==> src/rtl/satq_pkg.sv <==
package satq_pkg;
    typedef enum logic [1:0] {
        OP_ADD  = 2'b00,
        OP_SUB  = 2'b01,
        OP_DADD = 2'b10,
        OP_DSUB = 2'b11
    } satq_op_e;

    typedef enum logic {
        Q_CLR = 1'b0,
        Q_SET = 1'b1
    } qstate_e;

    typedef enum logic [1:0] {
        EVT_NONE,
        EVT_SAT,
        EVT_WR_SET,
        EVT_WR_CLR
    } qevt_e;

    function automatic logic [31:0] sat_max32();
        return 32'h7FFF_FFFF;
    endfunction
endpackage

==> src/rtl/satq_doubler.sv <==
module satq_doubler #(
    parameter int W = 32
) (
    input  logic         en,
    input  logic [W-1:0] n_in,
    output logic [W-1:0] n_out,
    output logic         sat
);
    localparam logic [W-1:0] MAXV = {1'b0, {(W-1){1'b1}}};
    localparam logic [W-1:0] MINV = {1'b1, {(W-1){1'b0}}};

    logic         ovf;
    logic [W-1:0] shifted;

    always_comb begin
        shifted = {n_in[W-2:0], 1'b0};
        ovf     = n_in[W-1] ^ n_in[W-2];
        if (!en) begin
            n_out = n_in;
            sat   = 1'b0;
        end else if (ovf) begin
            n_out = n_in[W-1] ? MINV : MAXV;
            sat   = 1'b1;
        end else begin
            n_out = shifted;
            sat   = 1'b0;
        end
    end
endmodule

==> src/rtl/satq_addsub.sv <==
module satq_addsub #(
    parameter int W = 32
) (
    input  logic         sub,
    input  logic [W-1:0] a,
    input  logic [W-1:0] b,
    output logic [W-1:0] y,
    output logic         sat
);
    localparam int       XW   = W + 1;
    localparam logic [W-1:0] MAXV = {1'b0, {(W-1){1'b1}}};
    localparam logic [W-1:0] MINV = {1'b1, {(W-1){1'b0}}};

    logic [XW-1:0] ax;
    logic [XW-1:0] bx;
    logic [XW-1:0] sx;

    always_comb begin
        ax = {a[W-1], a};
        bx = {b[W-1], b};
        sx = sub ? (ax - bx) : (ax + bx);
        if (sx[XW-1] != sx[XW-2]) begin
            y   = sx[XW-1] ? MINV : MAXV;
            sat = 1'b1;
        end else begin
            y   = sx[W-1:0];
            sat = 1'b0;
        end
    end
endmodule

==> src/rtl/satq_flag_fsm.sv <==
module satq_flag_fsm
    import satq_pkg::*;
(
    input  logic clk,
    input  logic rst_n,
    input  logic sat_evt,
    input  logic wr_en,
    input  logic wr_val,
    output logic q
);
    qstate_e state, state_nxt;
    qevt_e   evt;

    always_comb begin
        if (sat_evt)
            evt = EVT_SAT;
        else if (wr_en && wr_val)
            evt = EVT_WR_SET;
        else if (wr_en)
            evt = EVT_WR_CLR;
        else
            evt = EVT_NONE;
    end

    always_comb begin
        state_nxt = state;
        unique case (evt)
            EVT_SAT:    state_nxt = Q_SET;
            EVT_WR_SET: state_nxt = Q_SET;
            EVT_WR_CLR: state_nxt = Q_CLR;
            EVT_NONE:   state_nxt = state;
        endcase
    end

    always_ff @(posedge clk) begin
        if (!rst_n)
            state <= Q_CLR;
        else
            state <= state_nxt;
    end

    always_comb begin
        unique case (state)
            Q_CLR: q = 1'b0;
            Q_SET: q = 1'b1;
        endcase
    end
endmodule

==> src/rtl/satq_alu.sv <==
module satq_alu
    import satq_pkg::*;
#(
    parameter int W = 32
) (
    input  logic         clk,
    input  logic         rst_n,
    input  logic         in_valid,
    input  logic [1:0]   in_op,
    input  logic [W-1:0] in_m,
    input  logic [W-1:0] in_n,
    input  logic         q_wr_en,
    input  logic         q_wr_val,
    output logic [W-1:0] out_result,
    output logic         out_valid,
    output logic         q_flag
);
    satq_op_e     op;
    logic         dbl_en;
    logic         sub_en;
    logic [W-1:0] n_eff;
    logic         dbl_sat;
    logic [W-1:0] sum;
    logic         fin_sat;
    logic         sat_any;

    always_comb begin
        op     = satq_op_e'(in_op);
        dbl_en = (op == OP_DADD) || (op == OP_DSUB);
        sub_en = (op == OP_SUB)  || (op == OP_DSUB);
    end

    satq_doubler #(.W(W)) u_dbl (
        .en    (dbl_en),
        .n_in  (in_n),
        .n_out (n_eff),
        .sat   (dbl_sat)
    );

    satq_addsub #(.W(W)) u_as (
        .sub (sub_en),
        .a   (in_m),
        .b   (n_eff),
        .y   (sum),
        .sat (fin_sat)
    );

    assign sat_any = in_valid && (dbl_sat || fin_sat);

    satq_flag_fsm u_q (
        .clk     (clk),
        .rst_n   (rst_n),
        .sat_evt (sat_any),
        .wr_en   (q_wr_en),
        .wr_val  (q_wr_val),
        .q       (q_flag)
    );

    always_ff @(posedge clk) begin
        if (!rst_n) begin
            out_result <= '0;
            out_valid  <= 1'b0;
        end else begin
            out_valid <= in_valid;
            if (in_valid)
                out_result <= sum;
        end
    end
endmodule

==> config.mk <==
export PLATFORM = sky130hd
export DESIGN_NAME = satq_alu
export DESIGN_NICKNAME = d
export VERILOG_FILES = /design/src/rtl/satq_pkg.sv /design/src/rtl/satq_doubler.sv /design/src/rtl/satq_addsub.sv /design/src/rtl/satq_flag_fsm.sv /design/src/rtl/satq_alu.sv
export SDC_FILE = /design/constraint.sdc
export NUM_CORES = 1
export LEC_CHECK = 0
export ABC_AREA = 0
export BUFFER_PORTS_ARGS = -buffer_cell sky130_fd_sc_hd__buf_2
export CAP_MARGIN = 25
export CELL_PAD_IN_SITES_DETAIL_PLACEMENT = 2
export CELL_PAD_IN_SITES_GLOBAL_PLACEMENT = 2
export CORE_ASPECT_RATIO = 0.7
export CORE_MARGIN = 5
export CORE_UTILIZATION = 31
export DETAILED_ROUTE_END_ITERATION = 8
export PLACE_DENSITY = 0.87
export SLEW_MARGIN = 40
export SYNTH_ARGS = -nofsm -noshare
export SYNTH_HDL_FRONTEND = slang
export SYNTH_SLANG_ARGS = --single-unit
==> constraint.sdc <==
create_clock -name clk -period 8.28 [get_ports clk]
set_input_delay 2.07 -clock clk [delete_from_list [all_inputs] [get_ports clk]]
set_output_delay 2.07 -clock clk [all_outputs]
set_load 0.02 [all_outputs]
==> summary.txt, run 1 <==
Run status
  – Status: finished clean

Die
  – Io pins: between 100 and 150
  – Die Y: 114 µm
  – Die width: 159 µm
  – Die area: 18,200 µm²
  – Site row count: 38
  – Core Footprint: 15,400 µm²
  – Initial Utilization: roughly a third

Drt
  – Vias: 5,465
  – Via-to-Cell Ratio: 5.71
  – DRC: 0
  – Initial DRC count: 213
  – Antenna Nets Post-Route: 0
  – Drt first pass iters: 4
  – Wirelength per Cell: between 20 and 25 µm
  – Total length of routed wires: 19.3 mm

Yosys
  – Synth Register Bits: 34
  – Post-synth top area share: about 14%
  – Post-Syn Area per Cell: approximately 7.2 µm²
  – Top-count cell post-synth: a21oi_1
  – Top cell type by total area after synthesis: dfxtp_1
  – Yosys warning total: 0
  – Largest family of logic cells by synthesized area: compound AO/OA/AOI/OAI gates
  – Synth Cell Area: 4830 µm²
  – Synth Area in Compound Gates: 35.1%
  – Simple-Gate Fraction of Synth Area: 20.5%
  – Synth Flop Type: dfxtp_1
  – Synth Area in XOR/XNOR: 10.7%
  – Post-synthesis async set-or-reset flop share: 0%
  – Mux cell area share after synthesis: 0.958%
  – Post-Syn Instances: 672
  – Synth top cells by count: 91 x a21oi_1, 76 x nor2_1, 46 x nand2_1
  – Syn Nets: between 700 and 800
  – Synth Area in Adders: 13.0%
  – Yosys cell types: 75
  – Number of synthesized flops with an enable pin: 0
  – Largest cells by area after synthesis: dfxtp_1 14%, a21oi_1 9.4%, ha_1 9.3%
  – Post-synthesis sequential area ratio: between 10% and 20%

Global routing
  – Number of global-route vias before repair: 5,927
  – Global-route usage over all layers: approximately a fifth
  – Initial antenna violation count: 0
  – Largest net degree at the start of global routing: 52
  – Remaining Overflow, GRT: 0
  – First-pass GRT wire length: 31.3 mm

Timing
  – Final WS setup: 0.432 ns
  – Max_slew headroom: 43.6%
  – Setup TNS: 0 ns
  – Slew Viols, Final: 0
  – Fmax: 127 MHz
  – RSZ-0062 raised after global routing: false
  – Hold_ws: 0.502 ns
  – Clk_skew: 0 ns
  – Final period util: between 90% and 100%
  – Hold Vio Cnt, Final: 0
  – Final min period: 7.85 ns
  – Worst-margin pin slew: 0.836 ns
  – Final Setup Violations: 0

Worst hold path
  – Hold path depth: 1
  – Hold_sp: out_result[12]
  – Hold Path Sink: out_result[12]
  – Min-delay worst type: flop to flop

Layout
  – Share of cells above drive strength 1: roughly 22%
  – Nets: slightly below 900
  – Fillers: 1,868
  – Fin util: 37.0%
  – Non-Filler Instances: 957
  – Area growth syn-to-layout: 18.1%
  – Fin area: 5710 µm²
  – N_diodes: 0

CTS
  – Post-CTS Resized: 0
  – Reg clk slew, reported paths: 0.05 ns
  – Worst-Skew Late Latency: about 0.27 ns
  – CTS buffer count: 5
  – Root Buffer: clkbuf_16
  – Post-CTS Setup Inserts: 0
  – CTS Buffer Depth: 2
  – Hold buffers post-CTS: 0
  – CTS tree: yes
  – H-tree depth: 2
  – Clk sink count: 34

Worst setup path
  – CP delay by family, top: compound AO/OA/AOI/OAI gates
  – Most used cell, CP: ha_1
  – CP max FO: 29
  – Crit path DAT: 8.01 ns
  – Req. time, crit path: 8.44 ns
  – CP max-delay cell: a2111oi_2
  – CP peak stage delay: roughly 0.61 ns
  – Reg2reg end: u_q.state
  – CP cell instances: buf_2 > inv_1 > ha_1 > or2_1 > a31oi_1 > inv_1 > ha_1 > nor3b_1 > a41oi_2 > o21ai_0 > xor2_1 > ha_1 > and3_1 > a2111oi_2 > a21oi_1 > a41o_1 > a21boi_1 > o31ai_1 > xnor2_2 > buf_4 > o21ai_1 > o221a_1
  – Crit path capture type: flop
  – Startpoint Class: input pin
  – Worst r2r path cells: 3
  – RR Startpoint: u_q.state
  – R2R Setup Slk: 7.19 ns
  – Worst Path Class, Setup: input pin to flop
  – Worst path bufs/invs: 4

Run
  – Maxcap violations: 0

Power
  – Sw Share: a little under half
  – Maximum resistive drop on vdd: 0.0000867 V
  – PwrDens: 209 nW/µm²
  – Comb pwr share: between 60% and 70%
  – Power Internal: ~0.65 mW
  – Net Sw Power: 0.543 mW
  – Share of power burned in registers: 18.5%
  – Overall power: 1.19 mW
  – Clock power frac: 17.9%
  – Leakage Power: about 2.5 nW

Placement
  – Cell Area, Placed: 5530 µm²
  – Pre-CTS setup slack: 0.115 ns
  – Placer Congestion: 0.898
  – Input/output buffers: 104
  – DP Wirelength: 16.1 mm
  – Placed insts: 950
logic make-up (layout without fill, tap and decap cells):
group,after synthesis,after routing
flops,34,34
xor+xnor,59,59
buf+inv,60,145
compound gates,260,260
fa+ha+maj,51,51
mux,4,4
simple gates,204,204
power by group through the flow:
stage	clock [mW]	sequential (mW)	combinational [mW]
global placement	0	0.222	0.721
finish	0.213	0.220	0.757
floorplan	0	0.261	0.491
global route	0.228	0.225	0.828
CTS	0.219	0.221	0.759
detailed placement	0	0.224	0.754
worst reg2reg max path: cells and delay by family (launching register included):
kind	cells	cell delay (ns)
compound gates	2	0.37
flops	1	0.30
mux	1	0.30
per-layer routing:
metal  vias up  track usage, %  part of all wire (%)
met5         -               0                     0
met4         0            3.30                   1.1
met3        16            3.49                   3.7
met2        96            36.0                    47
met1      2727            27.6                    48
li1       2626               -                     -
flip-flops by register name, indices dropped and copies added (netlist names):
| register | flops |
|---|---|
| out_result | 32 |
| out_valid | 1 |
| u_q.state | 1 |
how the worst max path moves through the flow:
stage / slack, ns / endpoint / cells past startpoint / startpoint
floorplan: 0.86 / out_result[30] / 23 / in_n[30]
global placement: 0.52 / out_result[30] / 22 / in_n[30]
detailed placement: 0.11 / out_result[30] / 22 / in_n[30]
CTS: 0.36 / out_result[0] / 22 / in_n[30]
global route: 0.03 / out_result[0] / 23 / in_n[30]
finish: 0.43 / out_result[0] / 22 / in_n[30]
layout make-up:
| class | count | area, µm² | share of cell area (%) |
|---|---|---|---|
| well taps | 200 | 250 | 4.39 |
| repair buffers | 117 | 631 | 11.1 |
| clock inverters | 1 | 30.0 | 0.526 |
| flip-flops and latches | 34 | 681 | 11.9 |
| inverters | 21 | 78.8 | 1.38 |
| clock buffers | 6 | 139 | 2.43 |
| multi-input cells | 578 | 3900 | 68.3 |
placed cells by master (no fill, tap or decap), types with 5 or more instances in the layout:
cell | synthesis | final
nor3_1 | 10 | 10
nor2b_1 | 6 | 6
clkbuf_16 | 0 | 5
ha_1 | 36 | 36
buf_4 | 0 | 12
o21ai_1 | 11 | 11
a22o_1 | 10 | 10
o22ai_1 | 7 | 7
nand3_1 | 11 | 11
o21a_1 | 9 | 9
a21o_1 | 14 | 14
buf_2 | 6 | 104
inv_1 | 20 | 20
o31ai_1 | 5 | 5
nand2_1 | 46 | 46
and2_1 | 6 | 6
maj3_2 | 14 | 14
xor2_1 | 18 | 18
a21oi_1 | 91 | 91
o21ai_0 | 44 | 44
dfxtp_1 | 34 | 34
a21oi_2 | 6 | 6
or3_1 | 8 | 8
a31oi_1 | 13 | 13
and3_1 | 8 | 8
nand3b_1 | 6 | 6
xnor2_1 | 41 | 39
nor2_1 | 76 | 76
a211oi_1 | 5 | 5
No activity file was read; power rests on OpenSTA's default activity.
==> inputs of run 2 (changes only) <==
--- a/config.mk
+++ b/config.mk
@@ -12,9 +12,9 @@
 export CELL_PAD_IN_SITES_GLOBAL_PLACEMENT = 2
 export CORE_ASPECT_RATIO = 0.7
 export CORE_MARGIN = 5
-export CORE_UTILIZATION = 31
+export CORE_UTILIZATION = 34
 export DETAILED_ROUTE_END_ITERATION = 8
-export PLACE_DENSITY = 0.87
+export PLACE_DENSITY = 0.94
 export SLEW_MARGIN = 40
 export SYNTH_ARGS = -nofsm -noshare
 export SYNTH_HDL_FRONTEND = slang
==> constraint.sdc (replaced) <==
create_clock -name clk -period 9.9 [get_ports clk]
set_input_delay 2.475 -clock clk [delete_from_list [all_inputs] [get_ports clk]]
set_output_delay 2.475 -clock clk [all_outputs]
set_load 0.02 [all_outputs]
==> run 2 against run 1 <==
Power fell by 15%; global-route usage rose by 3.7 points; via count rose by 2.1%; cell area fell by 1.4%; critical path depth fell by 2; final cell count fell by 1.7%; first-iteration DRC count rose by 29%; sequential cell count did not move; hold slack got worse by 0.0086 ns; non-clock buffer count fell by 6; sequential share of layout area rose by 0.16 points; highest routed layer unchanged.
==> summary.txt, run 2 (same netlist as run 1, synthesis figures left out) <==
Drt
  – Antenna Nets Post-Route: 0 (unchanged)
  – DRC: 0 (unchanged)
  – Drt first pass iters: 5 (was 4)
  – Wirelength per Cell: 22.0 µm (was 20.2 µm)
  – Vias: 5,581 (was 5,465)
  – Initial DRC count: 274 (was 213)
  – Total length of routed wires: 20.7 mm (was 19.3 mm)
  – Via-to-Cell Ratio: 5.93 (was 5.71)

Timing
  – Final WS setup: 1.07 ns (was 0.432 ns)
  – Final period util: between 80% and 90%
  – Slew Viols, Final: 0 (unchanged)
  – Final min period: ~8.8 ns
  – Final Setup Violations: 0 (unchanged)
  – Fmax: 113 MHz
  – Hold_ws: 0.493 ns (was 0.502 ns)
  – Clk_skew: 0 ns (unchanged)
  – Max_slew headroom: 49.7% (was 43.6%)
  – Worst-margin pin slew: 0.754 ns (was 0.836 ns)
  – Hold Vio Cnt, Final: 0 (unchanged)
  – Setup TNS: 0 ns (unchanged)
  – RSZ-0062 raised after global routing: false (unchanged)

Layout
  – Commonest non-fill, non-tap cell in the layout: buf_2 (unchanged)
  – Leading cell types in the layout, fill and taps excluded: 104 x buf_2, 91 x a21oi_1, 76 x nor2_1, 46 x nand2_1, 44 x o21ai_0 (unchanged)
  – Biggest register: out_result (unchanged)
  – Share of cells above drive strength 1: 21.6% (was 22.3%)
  – Fin area: 5630 µm² (was 5710 µm²)
  – Number of flip-flops under the largest register name: 32 (unchanged)
  – Area growth syn-to-layout: 16.5% (was 18.1%)
  – Fin util: 40.4% (was 37.0%)
  – Regs by FF count: out_result x32, out_valid x1, u_q.state x1 (unchanged)
  – N_diodes: 0 (unchanged)
  – Nets: 859 (was 865)
  – Non-Filler Instances: 941 (was 957)

Worst setup path
  – Startpoint Class: input pin (unchanged)
  – Worst Path Class, Setup: input pin to flop (unchanged)
  – CP max-delay cell: ha_1 (was a2111oi_2)
  – Worst r2r path cells: 3 (unchanged)
  – Crit path DAT: 9.03 ns (was 8.01 ns)
  – Crit path capture type: flop (unchanged)
  – CP cell instances: buf_2 > inv_1 > ha_1 > nand2_1 > o311a_2 > nand4b_1 > nor4_1 > a21oi_1 > a21oi_1 > xor2_1 > ha_1 > a21o_1 > a2111oi_0 > o31ai_1 > nor2_1 > a21boi_1 > o31ai_1 > xor2_1 > nand3_1 > o211ai_1 (was buf_2 > inv_1 > ha_1 > or2_1 > a31oi_1 > inv_1 > ha_1 > nor3b_1 > a41oi_2 > o21ai_0 > xor2_1 > ha_1 > and3_1 > a2111oi_2 > a21oi_1 > a41o_1 > a21boi_1 > o31ai_1 > xnor2_2 > buf_4 > o21ai_1 > o221a_1)
  – CP max FO: 23 (was 29)
  – CP peak stage delay: 0.76 ns (was 0.61 ns)
  – Req. time, crit path: 10.10 ns (was 8.44 ns)

CTS
  – CTS buffer count: 5 (unchanged)
  – Clk sink count: 34 (unchanged)
  – H-tree depth: 2 (unchanged)
  – Hold buffers post-CTS: 0 (unchanged)
  – Reg clk slew, reported paths: 0.06 ns (was 0.05 ns)
  – Root Buffer: clkbuf_16 (unchanged)
  – CTS tree: yes (unchanged)
  – Worst-Skew Late Latency: 0.28 ns (was 0.27 ns)
  – Post-CTS Resized: 0 (unchanged)
  – Post-CTS Setup Inserts: 0 (unchanged)
  – CTS Buffer Depth: 2 (unchanged)

Placement
  – Placer Congestion: 0.918 (was 0.898)
  – DP Wirelength: 16.7 mm (was 16.1 mm)
  – Placed insts: 934 (was 950)
  – Pre-CTS setup slack: 0.912 ns (was 0.115 ns)
  – Input/output buffers: 104 (unchanged)
  – Cell Area, Placed: 5460 µm² (was 5530 µm²)

Global routing
  – Initial antenna violation count: 0 (unchanged)
  – First-pass GRT wire length: 33.1 mm (was 31.3 mm)
  – Remaining Overflow, GRT: 0 (unchanged)
  – Largest net degree at the start of global routing: 45 (was 52)
  – Global-route usage over all layers: 24.4% (was 20.7%)
  – Number of global-route vias before repair: 6,159 (was 5,927)

Die
  – Initial Utilization: 34.7% (was 31.4%)
  – Io pins: 105 (unchanged)
  – Core Footprint: 13,900 µm² (was 15,400 µm²)
  – Die Y: 110 µm (was 114 µm)
  – Site row count: 36 (was 38)
  – Die width: 153 µm (was 159 µm)
  – Die area: 16,700 µm² (was 18,200 µm²)

Power
  – Clock power frac: 18.2% (was 17.9%)
  – Leakage Power: 2.42 nW (was 2.45 nW)
  – PwrDens: 179 nW/µm² (was 209 nW/µm²)
  – Overall power: 1.01 mW (was 1.19 mW)
  – Maximum resistive drop on vdd: 0.0000921 V (was 0.0000867 V)
  – Sw Share: 47.4% (was 45.6%)
  – Power Internal: 0.532 mW (was 0.648 mW)
  – Share of power burned in registers: 18.3% (was 18.5%)
  – Net Sw Power: 0.478 mW (was 0.543 mW)
  – Comb pwr share: 63.5% (was 63.6%)

Run status
  – Status: finished clean (unchanged)

Worst hold path
  – Hold path depth: 1 (unchanged)
  – Min-delay worst type: flop to flop (unchanged)

Run
  – Maxcap violations: 0 (unchanged)
==> run 2: worst paths after layout <==
kind                                startpoint             end  slack [ns]
worst max-delay path                  in_n[30]  out_result[22]        1.07
worst min-delay path            out_result[18]  out_result[18]        0.49
worst max register to register       u_q.state       u_q.state        8.75
worst min register to register  out_result[18]  out_result[18]        0.49
==> run 2: per-layer routing <==
metal / vias up / GRT usage (%) / routed length, µm
li1: 2627 / - / -
met1: 2758 / 30.1 / 9320
met2: 157 / 45.5 / 10000
met3: 39 / 3.54 / 975
met4: 0 / 5.40 / 428
met5: - / 0 / 0
==> run 2: area by class of cell <==
| class | count | area (µm²) |
|---|---|---|
| Fill cell | 1662 | 8290 |
| Multi-Input combinational cell | 578 | 3890 |
| Sequential cell | 34 | 681 |
| Timing Repair Buffer | 111 | 573 |
| Tap cell | 190 | 238 |
| Clock buffer | 6 | 139 |
| Inverter | 21 | 78.8 |
| Clock inverter | 1 | 30.0 |
==> run 2: critical path: cells and delay by family <==
kind            cells  cell delay, ns
compound gates      9            2.71
xor+xnor            2            0.82
fa+ha+maj           2            1.11
buf+inv             2            0.18
simple gates        5            1.70
==> run 2: power by group through the flow <==
stage,sequential [mW],clock (mW),combinational [mW]
5_1_grt,0.188,0.191,0.693
3_3_place_gp,0.185,0,0.587
3_5_place_dp,0.187,0,0.625
4_1_cts,0.185,0.185,0.641
6_report,0.185,0.184,0.641
2_1_floorplan,0.218,0,0.411
